`src/rtl/dpa_pkg.sv`:
```
package dpa_pkg;
  typedef enum logic [1:0] {
    OWN_NONE  = 2'd0,
    OWN_LEFT  = 2'd1,
    OWN_RIGHT = 2'd2
  } owner_e;

  localparam int NUM_PORTS = 2;
  localparam int LEFT_IDX  = 0;
  localparam int RIGHT_IDX = 1;
endpackage

```
`src/rtl/dpa_port_track.sv`:
```
module dpa_port_track #(
  parameter int ADDR_W = 16
) (
  input  logic              clk,
  input  logic              rst,
  input  logic              ce,
  input  logic [ADDR_W-1:0] addr,
  output logic              stay
);
  logic              ce_q;
  logic [ADDR_W-1:0] addr_q;

  always_ff @(posedge clk) begin
    if (rst) begin
      ce_q   <= 1'b0;
      addr_q <= '0;
    end else begin
      ce_q   <= ce;
      addr_q <= addr;
    end
  end

  // Port was already present at this location at the last edge
  assign stay = ce & ce_q & (addr == addr_q);
endmodule

```
`src/rtl/dpa_arb_core.sv`:
```
module dpa_arb_core
  import dpa_pkg::*;
#(
  parameter int ADDR_W = 16
) (
  input  logic              clk,
  input  logic              rst,
  input  logic              master,
  input  logic              ce_l,
  input  logic              ce_r,
  input  logic [ADDR_W-1:0] addr_l,
  input  logic [ADDR_W-1:0] addr_r,
  input  logic              stay_l,
  input  logic              stay_r,
  output logic              win_l,
  output logic              win_r
);
  owner_e owner_q, owner_d;
  logic   prio_q;   // 0: left takes next tie, 1: right
  logic   tie;
  logic   match;

  assign match = master & ce_l & ce_r & (addr_l == addr_r);

  always_comb begin
    owner_d = OWN_NONE;
    tie     = 1'b0;
    if (match) begin
      if (owner_q != OWN_NONE && stay_l && stay_r) begin
        owner_d = owner_q;
      end else if (stay_l && !stay_r) begin
        owner_d = OWN_LEFT;
      end else if (stay_r && !stay_l) begin
        owner_d = OWN_RIGHT;
      end else begin
        tie     = 1'b1;
        owner_d = prio_q ? OWN_RIGHT : OWN_LEFT;
      end
    end
  end

  always_ff @(posedge clk) begin
    if (rst) begin
      owner_q <= OWN_NONE;
      prio_q  <= 1'b0;
    end else begin
      owner_q <= owner_d;
      if (tie) prio_q <= (owner_d == OWN_LEFT);
    end
  end

  assign win_l = (owner_d == OWN_LEFT);
  assign win_r = (owner_d == OWN_RIGHT);


  tie_flips_prio_chk: assert property (@(posedge clk) disable iff (rst)
    tie |=> (prio_q != $past(prio_q)));


  reset_prio_left_chk: assert property (@(posedge clk)
    rst |=> (prio_q == 1'b0 && owner_q == OWN_NONE));
endmodule

```
`src/rtl/dpa_port_gate.sv`:
```
module dpa_port_gate (
  input  logic rst,
  input  logic master,
  input  logic lost,
  input  logic busy_in_n,
  input  logic wr_req,
  output logic busy_out_n,
  output logic wr_out
);
  logic blocked;

  assign busy_out_n = ~(master & ~rst & lost);
  assign blocked    = master ? ~busy_out_n : ~busy_in_n;
  assign wr_out     = wr_req & ~blocked;
endmodule

```
`src/rtl/dpa_contention_arbiter.sv`:
```
module dpa_contention_arbiter
  import dpa_pkg::*;
#(
  parameter int ADDR_W = 16
) (
  input  logic              clk,
  input  logic              rst,
  input  logic              master_mode,
  input  logic              l_ce,
  input  logic [ADDR_W-1:0] l_addr,
  input  logic              l_wr,
  input  logic              l_busy_in_n,
  input  logic              r_ce,
  input  logic [ADDR_W-1:0] r_addr,
  input  logic              r_wr,
  input  logic              r_busy_in_n,
  output logic              l_busy_out_n,
  output logic              r_busy_out_n,
  output logic              l_wr_out,
  output logic              r_wr_out
);
  logic              ce_v   [NUM_PORTS];
  logic [ADDR_W-1:0] addr_v [NUM_PORTS];
  logic              wr_v   [NUM_PORTS];
  logic              bin_v  [NUM_PORTS];
  logic              stay_v [NUM_PORTS];
  logic              win_v  [NUM_PORTS];
  logic              bout_v [NUM_PORTS];
  logic              wout_v [NUM_PORTS];

  assign ce_v[LEFT_IDX]    = l_ce;
  assign ce_v[RIGHT_IDX]   = r_ce;
  assign addr_v[LEFT_IDX]  = l_addr;
  assign addr_v[RIGHT_IDX] = r_addr;
  assign wr_v[LEFT_IDX]    = l_wr;
  assign wr_v[RIGHT_IDX]   = r_wr;
  assign bin_v[LEFT_IDX]   = l_busy_in_n;
  assign bin_v[RIGHT_IDX]  = r_busy_in_n;

  dpa_arb_core #(.ADDR_W(ADDR_W)) core_i (
    .clk    (clk),
    .rst    (rst),
    .master (master_mode),
    .ce_l   (l_ce),
    .ce_r   (r_ce),
    .addr_l (l_addr),
    .addr_r (r_addr),
    .stay_l (stay_v[LEFT_IDX]),
    .stay_r (stay_v[RIGHT_IDX]),
    .win_l  (win_v[LEFT_IDX]),
    .win_r  (win_v[RIGHT_IDX])
  );

  for (genvar p = 0; p < NUM_PORTS; p++) begin : g_port
    dpa_port_track #(.ADDR_W(ADDR_W)) track_i (
      .clk  (clk),
      .rst  (rst),
      .ce   (ce_v[p]),
      .addr (addr_v[p]),
      .stay (stay_v[p])
    );
    dpa_port_gate gate_i (
      .rst        (rst),
      .master     (master_mode),
      .lost       (win_v[NUM_PORTS-1-p]),
      .busy_in_n  (bin_v[p]),
      .wr_req     (wr_v[p]),
      .busy_out_n (bout_v[p]),
      .wr_out     (wout_v[p])
    );
  end

  assign l_busy_out_n = bout_v[LEFT_IDX];
  assign r_busy_out_n = bout_v[RIGHT_IDX];
  assign l_wr_out     = wout_v[LEFT_IDX];
  assign r_wr_out     = wout_v[RIGHT_IDX];

  logic hit;
  assign hit = l_ce & r_ce & (l_addr == r_addr);


  no_false_busy_chk: assert property (@(posedge clk) disable iff (rst)
    !hit |-> (l_busy_out_n && r_busy_out_n));


  one_loser_chk: assert property (@(posedge clk) disable iff (rst)
    (master_mode && hit) |-> ($countones({~l_busy_out_n, ~r_busy_out_n}) == 1));


  grant_hold_chk: assert property (@(posedge clk) disable iff (rst)
    (master_mode && $past(master_mode) && hit && $past(hit) &&
     $stable(l_addr) && $stable(r_addr) && $past(!r_busy_out_n))
    |-> !r_busy_out_n);


  loser_write_masked_chk: assert property (@(posedge clk) disable iff (rst)
    (master_mode && (!l_busy_out_n || !r_busy_out_n)) |->
      (!(l_wr_out && !l_busy_out_n) && !(r_wr_out && !r_busy_out_n)));


  slave_quiet_chk: assert property (@(posedge clk) disable iff (rst)
    !master_mode |-> (l_busy_out_n && r_busy_out_n &&
                      (l_wr_out == (l_wr && l_busy_in_n)) &&
                      (r_wr_out == (r_wr && r_busy_in_n))));


  reset_release_chk: assert property (@(posedge clk)
    rst |-> (l_busy_out_n && r_busy_out_n));
endmodule

```
`config.mk`:
```
export PLATFORM = sky130hd
export DESIGN_NAME = dpa_contention_arbiter
export DESIGN_NICKNAME = d
export VERILOG_FILES = /design/src/rtl/dpa_pkg.sv /design/src/rtl/dpa_port_track.sv /design/src/rtl/dpa_arb_core.sv /design/src/rtl/dpa_port_gate.sv /design/src/rtl/dpa_contention_arbiter.sv
export SDC_FILE = /design/constraint.sdc
export NUM_CORES = 1
export LEC_CHECK = 0
export CAP_MARGIN = 20
export CORE_AREA = 2 2 80 82
export CTS_CLUSTER_SIZE = 14
export DETAILED_ROUTE_END_ITERATION = 12
export DIE_AREA = 0 0 82 84
export MAX_ROUTING_LAYER = met4
export PLACE_DENSITY = 0.49
export SLEW_MARGIN = 20
export SYNTH_ARGS = -nofsm -noshare
export SYNTH_HDL_FRONTEND = slang
export SYNTH_HIERARCHICAL = 1
export SYNTH_SLANG_ARGS = --single-unit
```
`constraint.sdc`:
```
create_clock -name clk -period 5.6 [get_ports clk]
set_input_delay 0.56 -clock clk [delete_from_list [all_inputs] [get_ports clk]]
set_output_delay 0.56 -clock clk [all_outputs]
set_load 0.01 [all_outputs]
```
== Yosys cells after proc, flatten, opt, wreduce, memory -nomap -nowiden ==
Cells that the tools add are included.

* Register bits after elaboration: 37
* Bits of input ports: 41
* Output and inout bits: 4
* Logic and storage cells: 48

* Eq/ne operators: 5
* Multiplexer cells: 11
* Bitwise logic cells: 19
* Reduce and logical (&&, ||, !) cells: 7

{| class="wikitable"
|+ Operator list
! operator !! number
|-
| == test 16 bit || 3
|-
| AND 1 bit || 12
|-
| 2-to-1 mux 2 bit || 5
|-
| NOT 1 bit || 7
|-
| 2-to-1 mux 1 bit || 6
|-
| logical AND 1 bit || 4
|-
| == test 2 x 1 -> 1 bit (second input constant) || 1
|-
| == test 2 bit (second input constant) || 1
|-
| logical NOT 1 bit || 2
|-
| nonzero test 2 bit || 1
|}

== Logic depth before layout (Yosys ltp) ==
Gate-level depths: netlist of the first run.

* Depth after elaboration: 13
* Gate-level depth with buffers: 12
* Mapped depth without buffers: 12

== Hierarchy ==
The synthesis of the first run kept the hierarchy.

{| class="wikitable"
|+ By module, submodules not included
! module !! instances !! cells each !! area each (µm²) !! sequential area each (µm²)
|-
| dpa_port_track || 2 || 57 || 634.4 || 340.3
|-
| dpa_arb_core || 1 || 53 || 419.2 || 60.1
|-
| dpa_port_gate || 2 || 2 || 30.0 || 0.0
|}

== Worst setup path after synthesis of the first run ==
Ideal clock, no wire load.

* Kind: input port to output port
* Start: input port r_addr[5]
* End: output port l_wr_out
* Arrival time: 2.782 ns
* Data required time: 5.040 ns
* Setup slack: 2.258 ns
* Cell stages on the path: 11
* Path buffers: 0
* Cell sequence: xnor2_1 -> nand4_1 -> or4_1 -> nor4_2 -> inv_1 -> ha_1 -> o21bai_1 -> a21oi_1 -> nor3b_1 -> nand3b_4 -> o211a_1

{| class="wikitable"
|+ RTL lines
! what !! RTL line !! RTL
|-
| from (decl) || dpa_contention_arbiter.sv:14 || <nowiki>input logic [ADDR_W-1:0] r_addr,</nowiki>
|-
| to (decl) || dpa_contention_arbiter.sv:19 || <nowiki>output logic l_wr_out,</nowiki>
|}

==> results.ini, run 1 <==
[run_status]
status=finished clean

[cts]
post_cts_resized=0
cts_sinks=37
cts_tree=built
ctsHtreeMaxLevel=2
cts_setup_buffers=0
clk_latency_ns=0.28
root_buffer=clkbuf_8
ctsHoldBuffers=0
clk_pin_slew_ns=0.07
clk_path_buf_depth=2
cts_buffers=5

[setup_path]
rrSetupSlack_ns=2.97
crit_path_start_kind=input port
crit_arrival_ns=4.12
worstPathMaxFanout=5
cpPeakStageDelay_ns=0.60
critPathSlowestCell=or4_1
crit_chain=clkdlybuf4s50_1, xnor2_1, nand4_1, or4_1, nor4_2, inv_1, ha_1, o21bai_1, a21oi_1, nor3b_1, nand3b_4, o211a_1, clkdlybuf4s50_1
crit_top_cell=clkdlybuf4s50_1
r2r_cells=9
r2r_start=g_port[1].track_i/addr_q[2]$_SDFF_PP0_
end_kind=output pin
cp.required_ns=5.04
critPathTopFamily=simple AND/OR/NAND/NOR gates
worst-path-buf-inv=3
worst-setup-path-type=in -> out
r2r-end=core_i/owner_q[1]$_SDFF_PP0_

[logic_synthesis]
synth-edff-count=0
synthesis.area_um2=1750
yosys.area_share.adder_pct=1.43
yosysUniqueCellTypes=24
syn-num-nets=214
synthCells=171
synth_mux_area_share_pct=0
synthFlopType=dfxtp_1
synth-compound-area-share_pct=4.29
yosysTopAreaCellShare_pct=42.4
synthSimpleGateAreaFrac_pct=26.6
synthArstFlopShare_pct=0
synth-xor-area-share_pct=24.1
yosys_warnings=6
yosysMostFrequentCell=dfxtp_1
syn_area_per_cell_um2=10.2
ys_seq_elements=37
synthTopCellsByArea=dfxtp_1 (42%), xnor2_1 (15%), nor2b_1 (12%)
ys_seq_area_share_pct=42.4
synth_top_cells_by_count=dfxtp_1 (37), nor2b_1 (34), xnor2_1 (29)
synth_top_family_by_area=simple AND/OR/NAND/NOR gates
synth_top_area_cell=dfxtp_1

[sta]
finalCriticalPeriod_ns=4.68
fmax_ghz=0.214
finalMaxSlewViolations=0
maxSlewHeadroom_pct=52.8
hold_viol=0
setup_violations=0
clock_skew_ns=0.00477
worst_pin_slew_ns=0.701
rsz0062_at_grt=false
post-route-period-util_pct=83.5
setup_tns_ns=0

[place]
io_buffers=44
gp_congestion=0.758
hpwl_mm=2.91

[cells_and_area]
nets=264
antenna_cells=0
drive_gt1_share_pct=5.86
multi_input_area_um2=985
area_growth_pct=35.3
fillers=637
regArea_um2=741

[floorplanning]
row_count=29
dieWidth_um=82
core_area_um2=6100
die_area_um2=6890
initial_utilization_pct=28.7
die_h_um=84
io_pins=45

[min_path]
min_path_type=reg -> reg
hold_start=core_i/prio_q$_SDFFE_PP0P_
min_to=core_i/prio_q$_SDFFE_PP0P_
min_path_cells=3

[detailed_routing]
drtAntennaViolNets=0
routed_via_density=4.27
drtPass1Iterations=4
drtIter0Drc=39
totalWireLength_mm=3.93
drc_errors=0
via_count=1276
routedWlPerCell_um=13.1

[grt]
gr-total-overflow=0
antenna_found_initial=0
grt_pass1_wl_mm=6.47
grt_max_degree=41
grt_pass1_vias=1306
grt_usage_pct=12.9

[pwr]
totalPowerFinal_mw=0.558
power_leakage_nw=0.894
ir_drop_mv=0.0947
power_density_nw_per_um2=236

[job]
cap_violations=0

[where the power goes]
group,internal (mW),leakage [nW],switching (mW)
Sequential,0.276,0.308,0.00519
Combinational,0.0553,0.547,0.0410
Clock,0.0885,0.0395,0.0918
Total,0.420,0.894,0.138
[final cells by class]
| type | count | area share [%] |
|---|---|---|
| clock buffer | 8 | 3.39 |
| inverter | 4 | 0.635 |
| timing repair buffer | 45 | 18.9 |
| tap | 77 | 4.07 |
| multi-input combinational | 128 | 41.6 |
| sequential | 37 | 31.3 |
[flip-flops by register name, summed over array words and instances (netlist names)]
name / count
g_port.track_i/addr_q: 32
core_i/owner_q: 2
g_port.track_i/ce_q: 2
core_i/prio_q: 1
[worst max-delay path by stage]
stage | from | to | depth (start not counted)
final | r_addr[2] | l_wr_out | 13
after global routing | r_addr[2] | l_wr_out | 13
after global placement | r_addr[2] | l_wr_out | 13
after CTS | r_addr[2] | l_wr_out | 13
after floorplan | r_addr[5] | l_wr_out | 11
after detailed placement | r_addr[2] | l_wr_out | 13
[worst min-delay path, cell delays in order (launching register included)]
cell and delay [ns]:
dfxtp_1 0.32, nand2b_1 0.11, a31o_2 0.11, o211ai_1 0.07
[cell usage in the layout (no fill, tap or decap)]
cell type,instances
a21oi_1,1
a31o_2,2
and3_1,2
buf_4,1
clkbuf_1,3
clkbuf_8,5
clkdlybuf4s50_1,44
dfxtp_1,37
ha_1,2
inv_1,4
nand2b_1,1
nand3_1,6
nand3b_4,2
nand4_1,8
nor2_1,3
nor2b_1,34
nor3_1,2
nor3b_1,1
nor4_1,5
nor4_2,3
o211a_1,3
o211ai_1,1
o21a_1,1
o21bai_1,1
or4_1,2
xnor2_1,29
xor2_1,19
[logic make-up after synthesis]
group	after synthesis
flip-flops	37
XOR/XNOR	48
adder cells (fa/ha/maj)	2
buffers and inverters	6
AND/OR/NAND/NOR	69
AO/OA/AOI/OAI	9
[per-stage QoR]
stage | instances | setup WS [ns] | util, % | instance area, um^2 | hold WS [ns]
6_report | 299 | 0.921 | 38.8 | 2360 | 0.656
5_1_grt | 299 | 0.603 | 38.8 | 2360 | 0.715
4_1_cts | 299 | 0.884 | 38.8 | 2360 | 0.656
3_5_place_dp | 291 | 0.922 | 37.5 | 2280 | 0.642
3_3_place_gp | 291 | 0.849 | 37.5 | 2280 | 0.634
2_1_floorplan | 171 | 2.26 | - | 1750 | 0.577
[per-layer routing]
metal  track usage [%]  up-vias  wire, um
met5                 -        -         0
met4              5.45        0        41
met3              2.81        2       202
met2              18.4       27      1740
met1              17.4      573      1940
li1                  -      674         -
Note: power is estimated with default switching activity, not from simulation.
==> inputs of run 2 (changes only) <==
--- a/config.mk
+++ b/config.mk
@@ -11,7 +11,7 @@
 export DETAILED_ROUTE_END_ITERATION = 12
 export DIE_AREA = 0 0 82 84
 export MAX_ROUTING_LAYER = met4
-export PLACE_DENSITY = 0.49
+export PLACE_DENSITY = 0.51
 export SLEW_MARGIN = 20
 export SYNTH_ARGS = -nofsm -noshare
 export SYNTH_HDL_FRONTEND = slang
==> constraint.sdc (replaced) <==
create_clock -name clk -period 3.9 [get_ports clk]
set_input_delay 0.39 -clock clk [delete_from_list [all_inputs] [get_ports clk]]
set_output_delay 0.39 -clock clk [all_outputs]
set_load 0.01 [all_outputs]
==> run 2 against run 1 <==
Critical path depth up 2. Global-route usage up 0.24 points. Wire length up 3.6%. Power up 64%. Die area unchanged. Clock-buffer cell count down 2. Sequential share of layout area down 3.9 points. Core utilization up 5.5 points. Register-to-register slack worse by 1.7 ns. Clock skew about the same. Design area up 14%. Sequential power up 44%.
==> results.ini, run 2 (synthesized netlist as in run 1, its figures left out) <==
[grt]
antenna_found_initial=0  ; unchanged
grt_pass1_wl_mm=6.50  ; +0.42%
grt_max_degree=37  ; -9.8%
grt_usage_pct=13.1  ; +0.24 points
gr-total-overflow=0  ; unchanged
grt_pass1_vias=1411  ; +8.0%

[detailed_routing]
wl_met3_um=149  ; -26%
routed_via_density=4.21  ; -1.2%
via_count=1395  ; +9.3%
m1WireLength_mm=1.99  ; +2.3%
drtAntennaViolNets=0  ; unchanged
routedWlPerCell_um=12.3  ; -6.4%
totalWireLength_mm=4.07  ; +3.6%
drtIter0Drc=33  ; -15%
drtPass1Iterations=3  ; -1
maxUsedRoutingLayer=met4
drc_errors=0  ; unchanged
dr_wl_met2_mm=1.86  ; +6.6%

[pwr]
power_leakage_nw=1.13  ; +27%
ir_drop_mv=0.194  ; +100%
power_density_nw_per_um2=338  ; +43%

[cts]
ctsHoldBuffers=0  ; unchanged
ctsHtreeMaxLevel=2  ; unchanged
cts_tree=built
clk_path_buf_depth=2  ; unchanged
cts_buffers=5  ; unchanged
cts_sinks=37  ; unchanged
root_buffer=clkbuf_8
clk_pin_slew_ns=0.07  ; about the same
clk_latency_ns=0.29  ; about the same

[setup_path]
worst-path-buf-inv=5  ; +2
cp.required_ns=3.51  ; -1.53 ns
worstPathMaxFanout=2  ; -3
critPathTopFamily=simple AND/OR/NAND/NOR gates
worst-setup-path-type=in -> out
crit_path_start_kind=input port
cpPeakStageDelay_ns=0.56  ; -0.04 ns
crit_top_cell=inv_1
crit_chain=clkdlybuf4s50_1, xnor2_1, nand3_1, or4_4, nor4_4, inv_1, ha_1, o21bai_2, o21a_1, inv_1, nor3_2, buf_4, nand3b_4, o211a_1, dlygate4sd2_1
critPathSlowestCell=or4_4
end_kind=output pin
crit_arrival_ns=3.29  ; -0.83 ns

[place]
gp_congestion=0.786  ; +3.6%
dp_cells=322  ; +11%
io_buffers=44  ; unchanged
placed_area_um2=2520  ; +10%
hpwl_mm=3.15  ; +8.1%

[sta]
clock_skew_ns=0.00517  ; +0.000401 ns
finalMaxSlewViolations=0  ; unchanged
setup_violations=0  ; unchanged
worst_pin_slew_ns=0.515  ; -0.186 ns
hold_viol=0  ; unchanged
fmax_ghz=0.271
rsz0062_at_grt=true
post-route-period-util_pct=94.5
finalCriticalPeriod_ns=3.68
maxSlewHeadroom_pct=65.3  ; +12 points
setup_tns_ns=0  ; unchanged

[job]
cap_violations=0  ; unchanged

[cells_and_area]
reg.largest.list=g_port.track_i/addr_q x32, core_i/owner_q x2, g_port.track_i/ce_q x2
largest_reg_flops=32  ; unchanged
nets=296  ; +12%
area_growth_pct=54.3
drive_gt1_share_pct=21.3  ; +15 points
fillers=620  ; -2.7%
final_common_cell=dfxtp_1
layout.cells.non_filler=331  ; +11%
regMostFlops=g_port.track_i/addr_q
stdcell_area_um2=2700  ; +14%
layout_common_cells=dfxtp_1 (37), clkdlybuf4s50_1 (36), nor2b_1 (34)
antenna_cells=0  ; unchanged

[floorplanning]
initial_utilization_pct=28.7  ; unchanged
die_area_um2=6890  ; unchanged
io_pins=45  ; unchanged
core_area_um2=6100  ; unchanged
die_h_um=84  ; unchanged
dieWidth_um=82  ; unchanged
row_count=29  ; unchanged

[min_path]
min_path_type=in -> reg

[run_status]
status=finished clean

==> run 2: cell types whose count changed in the layout (fill, tap and decap cells not counted), sizes merged <==
cell	previous run	this run
buf	1	33
clkdlybuf4s50	44	36
dlymetal6s2s	0	5
dlygate4sd2	0	3
clkbuf	8	6
bufinv	0	1
clkinvlp	0	1
==> run 2: per-stage QoR <==
stage	utilization (%)	hold slack [ns]	total power, mW	setup slack [ns]
finish	44.3	0.442	0.913	0.216
global route	44.3	0.460	0.956	0.00408
CTS	43.5	0.642	0.925	0.0256
detailed placement	41.3	0.627	0.571	-0.154
global placement	41.3	0.629	0.571	-0.145
floorplan	-	0.461	0.476	0.898
==> run 2: power breakdown <==
group | leakage (nW) | switching, mW | internal (mW) | total [mW]
clock network | 0.0574 | 0.143 | 0.208 | 0.351
registers | 0.308 | 0.00759 | 0.396 | 0.404
logic | 0.770 | 0.0637 | 0.0944 | 0.158
total | 1.13 | 0.214 | 0.699 | 0.913
==> run 2: final cells by class <==
| class | instances | area [um^2] | area share (%) |
|---|---|---|---|
| Multi-Input combinational cell | 128 | 1030 | 38.1 |
| Sequential cell | 37 | 741 | 27.5 |
| Timing Repair Buffer | 77 | 697 | 25.8 |
| Tap cell | 77 | 96.3 | 3.57 |
| Clock buffer | 6 | 82.6 | 3.06 |
| Clock inverter | 2 | 37.5 | 1.39 |
| Inverter | 4 | 15.0 | 0.557 |
==> run 2: worst paths after layout <==
| kind | slack [ns] | endpoint | from | cells after the start |
|---|---|---|---|---|
| setup / recovery | 0.22 | r_wr_out | l_addr[4] | 15 |
| hold / removal | 0.44 | g_port[0].track_i/addr_q[6]$_SDFF_PP0_ | l_addr[6] | 2 |
| setup reg to reg | 1.30 | core_i/owner_q[1]$_SDFF_PP0_ | g_port[1].track_i/addr_q[5]$_SDFF_PP0_ | 12 |
| hold reg to reg | 0.65 | core_i/prio_q$_SDFFE_PP0P_ | core_i/prio_q$_SDFFE_PP0P_ | 3 |
==> run 2: timing repair <==
action                     CTS  global route
pin swaps                    1             6
gates resized for setup      6            10
hold endpoints to repair     0             0
gates cloned                 0             0
setup endpoints to repair    4             4
setup buffers                0             1
==> run 2: layer usage <==
metal | track usage, % | vias to the layer above
met5 | - | -
met4 | 5.00 | 0
met3 | 3.35 | 5
met2 | 20.0 | 23
met1 | 16.6 | 628
li1 | - | 739
==> inputs of run 3 (changes only) <==
--- a/config.mk
+++ b/config.mk
@@ -12,7 +12,6 @@
 export DIE_AREA = 0 0 82 84
 export MAX_ROUTING_LAYER = met4
 export PLACE_DENSITY = 0.51
-export SLEW_MARGIN = 20
 export SYNTH_ARGS = -nofsm -noshare
 export SYNTH_HDL_FRONTEND = slang
 export SYNTH_HIERARCHICAL = 1
==> results of run 3 <==
Same layout as run 2: the final DEF is identical, and so are final timing and power.
